==> config.mk <==
export PLATFORM = sky130hd
export DESIGN_NAME = lane_seq
export DESIGN_NICKNAME = d
export VERILOG_FILES = /design/src/rtl/lane_seq.sv
export SDC_FILE = /design/constraint.sdc
export NUM_CORES = 1
export LEC_CHECK = 0
export ABC_AREA = 0
export BUFFER_PORTS_ARGS = -buffer_cell sky130_fd_sc_hd__buf_2
export CAP_MARGIN = 20
export CORE_MARGIN = 8
export CORE_UTILIZATION = 30
export DETAILED_ROUTE_END_ITERATION = 16
export MAX_ROUTING_LAYER = met4
export PLACE_DENSITY = 0.6
export SLEW_MARGIN = 20
export SYNTH_ARGS = -nofsm -noshare
export SYNTH_HDL_FRONTEND = slang
export SYNTH_SLANG_ARGS = --single-unit
export TNS_END_PERCENT = 20
==> constraint.sdc <==
create_clock -name clk -period 3.2 [get_ports clk]
set_input_delay 0.16 -clock clk [delete_from_list [all_inputs] [get_ports clk]]
set_output_delay 0.16 -clock clk [all_outputs]
set_load 0.01 [all_outputs]
==> src/rtl/lane_seq.sv <==
module lane_seq (
  input  logic        clk,
  input  logic        rst_n,
  input  logic [5:0]  cfg_big_i,
  input  logic [1:0]  cfg_width_i,
  input  logic        cfg_upper_i,
  input  logic        ovr_en_i,
  input  logic        ovr_big_i,
  input  logic        h_valid_i,
  output logic        h_ready_o,
  input  logic        h_write_i,
  input  logic [2:0]  h_class_i,
  input  logic [31:0] h_wdata_i,
  output logic        r_valid_o,
  input  logic        r_ready_i,
  output logic [31:0] r_data_o,
  output logic        l_valid_o,
  input  logic        l_ready_i,
  output logic        l_write_o,
  output logic [31:0] l_wdata_o,
  output logic [3:0]  l_be_o,
  input  logic [31:0] l_rdata_i
);
  localparam logic [1:0] W16 = 2'd1;
  localparam logic [1:0] W8  = 2'd2;

  logic        busy, rdone, wr, big, upper;
  logic [1:0]  wid, beat, last;
  logic [31:0] word, rbuf, out;
  logic [15:0] pair_out, pair_in;
  logic [7:0]  lo_b, hi_b, one_b;
  logic        sel_big;

  wire accept = h_valid_i && h_ready_o;
  wire fire   = l_valid_o && l_ready_i;
  wire take   = r_valid_o && r_ready_i;

  assign h_ready_o = !busy;
  assign l_valid_o = busy && !rdone;
  assign r_valid_o = rdone;
  assign r_data_o  = rbuf;
  assign l_write_o = wr;
  assign last      = (wid == W16) ? 2'd1 : (wid == W8) ? 2'd3 : 2'd0;

  always_comb begin
    case (h_class_i)
      3'd0:    sel_big = ovr_en_i ? ovr_big_i : cfg_big_i[0];
      3'd1:    sel_big = cfg_big_i[1];
      3'd2:    sel_big = cfg_big_i[2];
      3'd3:    sel_big = cfg_big_i[3];
      3'd4:    sel_big = cfg_big_i[4];
      3'd5:    sel_big = cfg_big_i[5];
      default: sel_big = 1'b0;
    endcase
  end

  assign lo_b     = word[{beat[0], 4'b0000} +: 8];
  assign hi_b     = word[{beat[0], 4'b1000} +: 8];
  assign one_b    = word[{beat, 3'b000} +: 8];
  assign pair_out = big ? {lo_b, hi_b} : {hi_b, lo_b};
  assign pair_in  = upper ? l_rdata_i[31:16] : l_rdata_i[15:0];

  always_comb begin
    out    = '0;
    l_be_o = '0;
    case (wid)
      W16: begin
        if (upper) begin out[31:16] = pair_out; l_be_o = 4'b1100; end
        else       begin out[15:0]  = pair_out; l_be_o = 4'b0011; end
      end
      W8: begin
        if (upper) begin out[31:24] = one_b; l_be_o = 4'b1000; end
        else       begin out[7:0]   = one_b; l_be_o = 4'b0001; end
      end
      default: begin
        out    = big ? {word[7:0], word[15:8], word[23:16], word[31:24]} : word;
        l_be_o = 4'b1111;
      end
    endcase
  end

  assign l_wdata_o = wr ? out : '0;

  always_ff @(posedge clk) begin
    if (!rst_n) begin
      busy  <= 1'b0;
      rdone <= 1'b0;
      wr    <= 1'b0;
      big   <= 1'b0;
      upper <= 1'b0;
      wid   <= '0;
      beat  <= '0;
      word  <= '0;
      rbuf  <= '0;
    end else begin
      if (accept) begin
        busy  <= 1'b1;
        word  <= h_wdata_i;
        wr    <= h_write_i;
        big   <= sel_big;
        upper <= cfg_upper_i;
        wid   <= cfg_width_i;
        beat  <= '0;
        rbuf  <= '0;
      end
      if (fire) begin
        if (beat == last) begin
          beat <= '0;
          if (wr) busy  <= 1'b0;
          else    rdone <= 1'b1;
        end else begin
          beat <= beat + 2'd1;
        end
        if (!wr) begin
          case (wid)
            W16: begin
              rbuf[{beat[0], 4'b0000} +: 8] <= big ? pair_in[15:8] : pair_in[7:0];
              rbuf[{beat[0], 4'b1000} +: 8] <= big ? pair_in[7:0]  : pair_in[15:8];
            end
            W8: rbuf[{beat, 3'b000} +: 8] <= upper ? l_rdata_i[31:24] : l_rdata_i[7:0];
            default: rbuf <= big ? {l_rdata_i[7:0], l_rdata_i[15:8], l_rdata_i[23:16], l_rdata_i[31:24]}
                                 : l_rdata_i;
          endcase
        end
      end
      if (take) begin
        busy  <= 1'b0;
        rdone <= 1'b0;
      end
    end
  end
endmodule


# [Word-level counts from Yosys, hierarchy flattened]
# Index checks and enable logic that the tools add are counted.
# Widths: inputs -> output; s select.
[op_classes] shift=9 reduce_logical=10 n_eq_ne=8 n_addsub=4 bitwise_logic=2 muxes=37
[op_table] operator="$mux 32" n=7
[op_table] operator="$bwmux 32" n=3
[op_table] operator="$shift 8x7->32 const A" n=3
[op_table] operator="$shiftx 32x6->8" n=3
[op_table] operator="$shiftx 8x7->32" n=3
[op_table] operator="$mux 16" n=4
[op_table] operator="$pmux 32 s2" n=1
[op_table] operator="$mux 8" n=5
[op_table] operator="$pmux 16 s2" n=1
[op_table] operator="$pmux 8 s2" n=2
[op_table] operator="$neg 5->7" n=3
[op_table] operator="$mux 2" n=5
[op_table] operator="$mux 4" n=2
[op_table] operator="$pmux 4 s2" n=1
[op_table] operator="$eq 3x2->1 const B" n=2
[op_table] operator="$eq 3x3->1 const B" n=2
[op_table] operator="$pmux 1 s6" n=1
[op_table] operator="$mux 1" n=5
[op_table] operator="$logic_and 1x1->1" n=4
[op_table] operator="$eq 3x1->1 const B" n=1
[op_table] operator="$logic_not 3->1" n=1
[op_table] operator="$reduce_and 3->1" n=1
[op_table] operator="$add 2x1->2 const B" n=1
[op_table] operator="$eq 2x1->1 const B" n=1
[op_table] operator="6 further kinds" n=8
[totals] ff_bits=73 wordCells=79 out_inout_bits=72 inputBits=84

# [Depth between registers and ports, before layout]
[logic_depth] depth_word=9 depth_mapped=12 ltp_nobuf=6

# [Least setup slack after synthesis]
# No wires, ideal clock.
[synth_timing] kind="register -> register" start="register beat[0]" end="register rbuf[19], in the netlist r_data_o[19]" arrival_ns=2.152 path_buffers=6 required_time_ns=3.068 path_stages_with_launch=13 synth_period_minus_slack_ns=2.284 slack_ns=0.916 setup_time_ns=0.132 cell_sequence="dfxtp_1 buf_6 buf_4 buf_4 buf_2 inv_1 ha_1 clkbuf_1 nand4bb_1 clkbuf_1 o32ai_1 o2111ai_1 o21ai_0"
[synth_between] elab_chain_len=7 word_cells_on_any_way=15 cone_classes="3 x add/sub; 6 x shift; 6 x mux"
[synth_rtl] element="from (decl)" line="28" source="logic [1:0] wid, beat, last;"
[synth_rtl] element="from (signal assigned)" line="112" source="beat <= beat + 2'd1;"
[synth_rtl] element="$neg 5->7" line="117" source="rbuf[{beat[0], 4'b0000} +: 8] <= big ? pair_in[15:8] : pair_in[7:0];"
[synth_rtl] element="$shiftx 8x7->32 / $shift 8x7->32 (equally long branches)" line="117"
[synth_rtl] element="$bwmux 32" line="117"
[synth_rtl] element="$bwmux 32" line="118" source="rbuf[{beat[0], 4'b1000} +: 8] <= big ? pair_in[7:0] : pair_in[15:8];"
[synth_rtl] element="$pmux 32 s2 *" line="115" source="case (wid)"
[synth_rtl] element="$mux 32 *" line="114" source="if (!wr) begin"
[synth_rtl] element="$mux 32 *" line="106" source="if (fire) begin"
[synth_rtl] element="to (signal, indexed assignment)" line="117"
[synth_rtl] element="to (signal, indexed assignment)" line="118"
[synth_rtl] element="to (signal, indexed assignment)" line="120" source="W8: rbuf[{beat, 3'b000} +: 8] <= upper ? l_rdata_i[31:24] : l_rdata_i[7:0];"
[synth_rtl] element="to (decl)" line="29" source="logic [31:0] word, rbuf, out;"
# Mark *: on every way between the ends. The rest lies on a longest branch, timed or not.
# A chain may end at the register's enable or synchronous reset.

# [Worst setup path after layout]
[layout_timing] start="register beat[0]" end="output l_wdata_o[4]"
[layout_between] elab_chain_len=5 word_cells_on_any_way=8 cone_classes="3 x shift; 5 x mux"
[layout_rtl] element="$shiftx 32x6->8, on equally long branches" line="57, 58"
[layout_rtl] element="$mux 16" line="60" source="assign pair_out = big ? {lo_b, hi_b} : {hi_b, lo_b};"
[layout_rtl] element="$mux 16" line="68" source="if (upper) begin out[31:16] = pair_out; l_be_o = 4'b1100; end"
[layout_rtl] element="$pmux 8 s2 *" line="66" source="case (wid)"
[layout_rtl] element="$mux 32 *" line="82" source="assign l_wdata_o = wr ? out : '0;"
[layout_rtl] element="to (decl)" line="20" source="output logic [31:0] l_wdata_o,"
# Marked as above.

==> flow_metrics.env <==
export IMPL_place_gp_congestion=0.903
export IMPL_initial_core_util=0.305
export IMPL_finalSetupViolations=0
export IMPL_portBuffers=155
export IMPL_fin_crit_sh=0.814
export IMPL_p_comb_frac=0.287
export IMPL_p_int_uw=1980
export IMPL_path_delay_family="flip-flops"
export IMPL_path_clk_slew_ps=60
export IMPL_overflow=0
export IMPL_crit_path_max_fanout=18
export IMPL_r2r_end="r_data_o[27]"
export IMPL_switching_share=0.339
export IMPL_post_cts_resized=0
export IMPL_fmax_mhz=384
export IMPL_cts_htree_levels=3
export IMPL_cts_root_buf="clkbuf_16"
export IMPL_crit_chain="buf_4, mux4_2, nor2_1, o21ai_0, and3_1, buf_2"
export IMPL_drc_errors=0
export IMPL_worstHoldStart="h_wdata_i[11]"
export IMPL_grtUsageTotal=0.187
export IMPL_core_mm2=0.0218
export IMPL_hold_buffers=0
export IMPL_syn_cell_area_mm2=0.00666
export IMPL_yosysTopAreaCell="dfxtp_1"
export IMPL_grt_max_degree=89
export IMPL_drv_slew=0
export IMPL_drv_cap=0
export IMPL_grt_pass1_wl_um=38700
export IMPL_worstHoldPathCells=3
export IMPL_via_count=7138
export IMPL_dp_hpwl_um=18000
export IMPL_crit_path_end_kind="output pin"
export IMPL_netlist_instances=846
export IMPL_skew_ps=5.84
export IMPL_synth_simple_area_share=0.167
export IMPL_ys_warn_count=0
export IMPL_ff2ff_path_depth=7
export IMPL_num_antenna_cells=0
export IMPL_dieArea_mm2=0.0272
export IMPL_syn_to_final_growth_pct=19.3
export IMPL_cp_arrival_ps=2440
export IMPL_finalWorstSetupSlack_ps=597
export IMPL_r2r_setup_slack_ps=730
export IMPL_cp_required_ps=3040
export IMPL_finalHoldViolCount=0
export IMPL_cts_sinks=73
export IMPL_drive_gt1_frac=0.246
export IMPL_layout_commonest_cell="nand2_1"
export IMPL_status="finished, final reports clean"
export IMPL_ant_nets=0
export IMPL_dpl_worst_slack_ps=802
export IMPL_slowest_stage="dfxtp_2"
export IMPL_rows=54
export IMPL_drt_iter0_drc=663
export IMPL_cts_tree="done"
export IMPL_seqPwrFrac=0.347
export IMPL_ios=156
export IMPL_synth_top_area_share=0.219
export IMPL_clockPowerShare=0.365
export IMPL_synth_area_leaders="dfxtp_1 22%, mux2i_1 16%, nand2_1 8.8%"
export IMPL_clk_latency_ps=350
export IMPL_switchingPower_uw=1020
export IMPL_grt_pass1_vias=6851
export IMPL_seq_area_frac_synth=0.219
export IMPL_antenna_found_initial=0
export IMPL_p_leak_uw=0.00298
export IMPL_postLayoutCoreUtil=0.364
export IMPL_post_cts_repair_setup_buffers=0
export IMPL_start_kind="flip-flop"
export IMPL_synth_compound_area_frac=0.266
export IMPL_fin_crit_ps=2600
export IMPL_crit_type="flip-flop to output pin"
export IMPL_final_cell_mix="156 x nand2_1, 155 x buf_2, 104 x mux2i_1"
export IMPL_hold_end="word[11]"
export IMPL_syn_avg_cell_area_um2=7.88
export IMPL_cp_buffers_inverters=2
export IMPL_power_density_mw_per_mm2=377
export IMPL_slowest_delay_ps=570
export IMPL_synth_cell_types=44
export IMPL_post_drt_wl_per_cell_um=20.5
export IMPL_r2r_start="wid[0]"
export IMPL_synth_top_family_by_area="compound AO/OA/AOI/OAI gates"
export IMPL_cts_inserted_buffers=9
export IMPL_worst_slew_pin_slew_ps=950
export IMPL_via_per_inst=5.77
export IMPL_clockBufferDepth=2
export IMPL_ys_ff_latch=73
export IMPL_synth_xor_area_share=0.00263
export IMPL_synth_nets=937
export IMPL_fp_dieW_um=165
export IMPL_chipHeight_um=165
export IMPL_rsz0062_at_grt="false"
export IMPL_yosys_area_share_adder=0.0131
export IMPL_first_pass_iters=5
export IMPL_tns_ps=0
export IMPL_slew_headroom=0.367
export IMPL_final_nets=1044
export IMPL_synth_area_mux_share=0.244
export IMPL_hold_path_class="primary input to flip-flop"
export IMPL_vdd_drop_max_v=0.000232
export IMPL_routed_wl_um=25400
-- metrics by stage --
stage | hold WS (ps) | instances | area, um^2 | total power [uW]
after detailed placement | 424 | 1222 | 7630 | 1920
after global placement | 418 | 1222 | 7630 | 1910
after CTS | 49.8 | 1238 | 7950 | 3020
final | 62.4 | 1238 | 7950 | 3000
after global routing | 53.0 | 1238 | 7950 | 3140
after floorplan | 305 | 846 | 6660 | 1620
-- power by group through the flow --
stage	Combinational (uW)	Clock (uW)	Sequential [uW]
after floorplan	579	0	1040
after CTS	857	1120	1040
final	861	1090	1040
after global routing	935	1150	1050
after global placement	848	0	1060
after detailed placement	855	0	1060
-- state kept, by name, indices dropped and copies added, names as in the netlist --
register   cells
beat           2
big            1
busy           1
l_write_o      1
r_data_o      32
r_valid_o      1
upper          1
wid            2
word          32
-- final cells by class --
cell class / instances / area, um^2
Fill cell: 2324 / 13900
Timing Repair Buffer: 185 / 1010
Tap cell: 280 / 350
Clock buffer: 10 / 250
Multi-Input combinational cell: 642 / 4640
Inverter: 42 / 158
Sequential cell: 73 / 1470
Clock inverter: 6 / 72.6
-- routing by layer --
metal / GRT usage / routed length, um / up-vias
met4: 0.0708 / 684 / 0
met2: 0.293 / 11800 / 375
li1: - / - / 3355
met1: 0.231 / 10500 / 3358
met5: - / 0 / -
met3: 0.0426 / 2370 / 50
-- synth_stat cells (all sizes together) --
library cell,n
nor2,33
nand3b,1
o21ai,31
mux4,25
o31ai,16
a21oi,39
o2111ai,1
o211ai,2
mux2i,104
and2,2
or4b,1
a31oi,1
nand4b,2
nor4,2
nand3,17
a2111oi,14
nand2b,6
nand4bb,5
ha,7
xor2,1
nor2b,3
a211oi,16
dfxtp,73
mux2,2
o41ai,2
nand2,156
nor3,1
nor4bb,1
a21boi,38
o32ai,48
and3,17
inv,42
clkbuf,44
buf,45
and3b,1
xnor2,1
o21a,13
o22ai,33
-- kinds of logic after synthesis --
group,count (synthesis)
multiplexers,131
buffers and inverters,131
AND/OR/NAND/NOR,248
AO/OA/AOI/OAI,254
flip-flops,73
XOR/XNOR,2
adder cells (fa/ha/maj),7
-- worst reg2reg max path, cell delays in order, from the launching register on --
cell and delay (ps):
dfxtp_1 350, inv_1 50, ha_1 410, inv_1 380, buf_4 290, o22ai_1 150
a2111oi_0 590, o21ai_1 130
-- worst max path at each step --
stage / start / endpoint / slack (ps) / cells past startpoint
2_1_floorplan: beat[0] / r_data_o[19] / 920 / 12
3_3_place_gp: wid[0] / r_data_o[27] / 770 / 7
3_5_place_dp: wid[0] / r_data_o[27] / 800 / 7
4_1_cts: beat[0] / l_wdata_o[4] / 570 / 6
5_1_grt: beat[0] / l_wdata_o[5] / 420 / 6
6_report: beat[0] / l_wdata_o[4] / 600 / 6
Power figures use the tool's default switching activity.
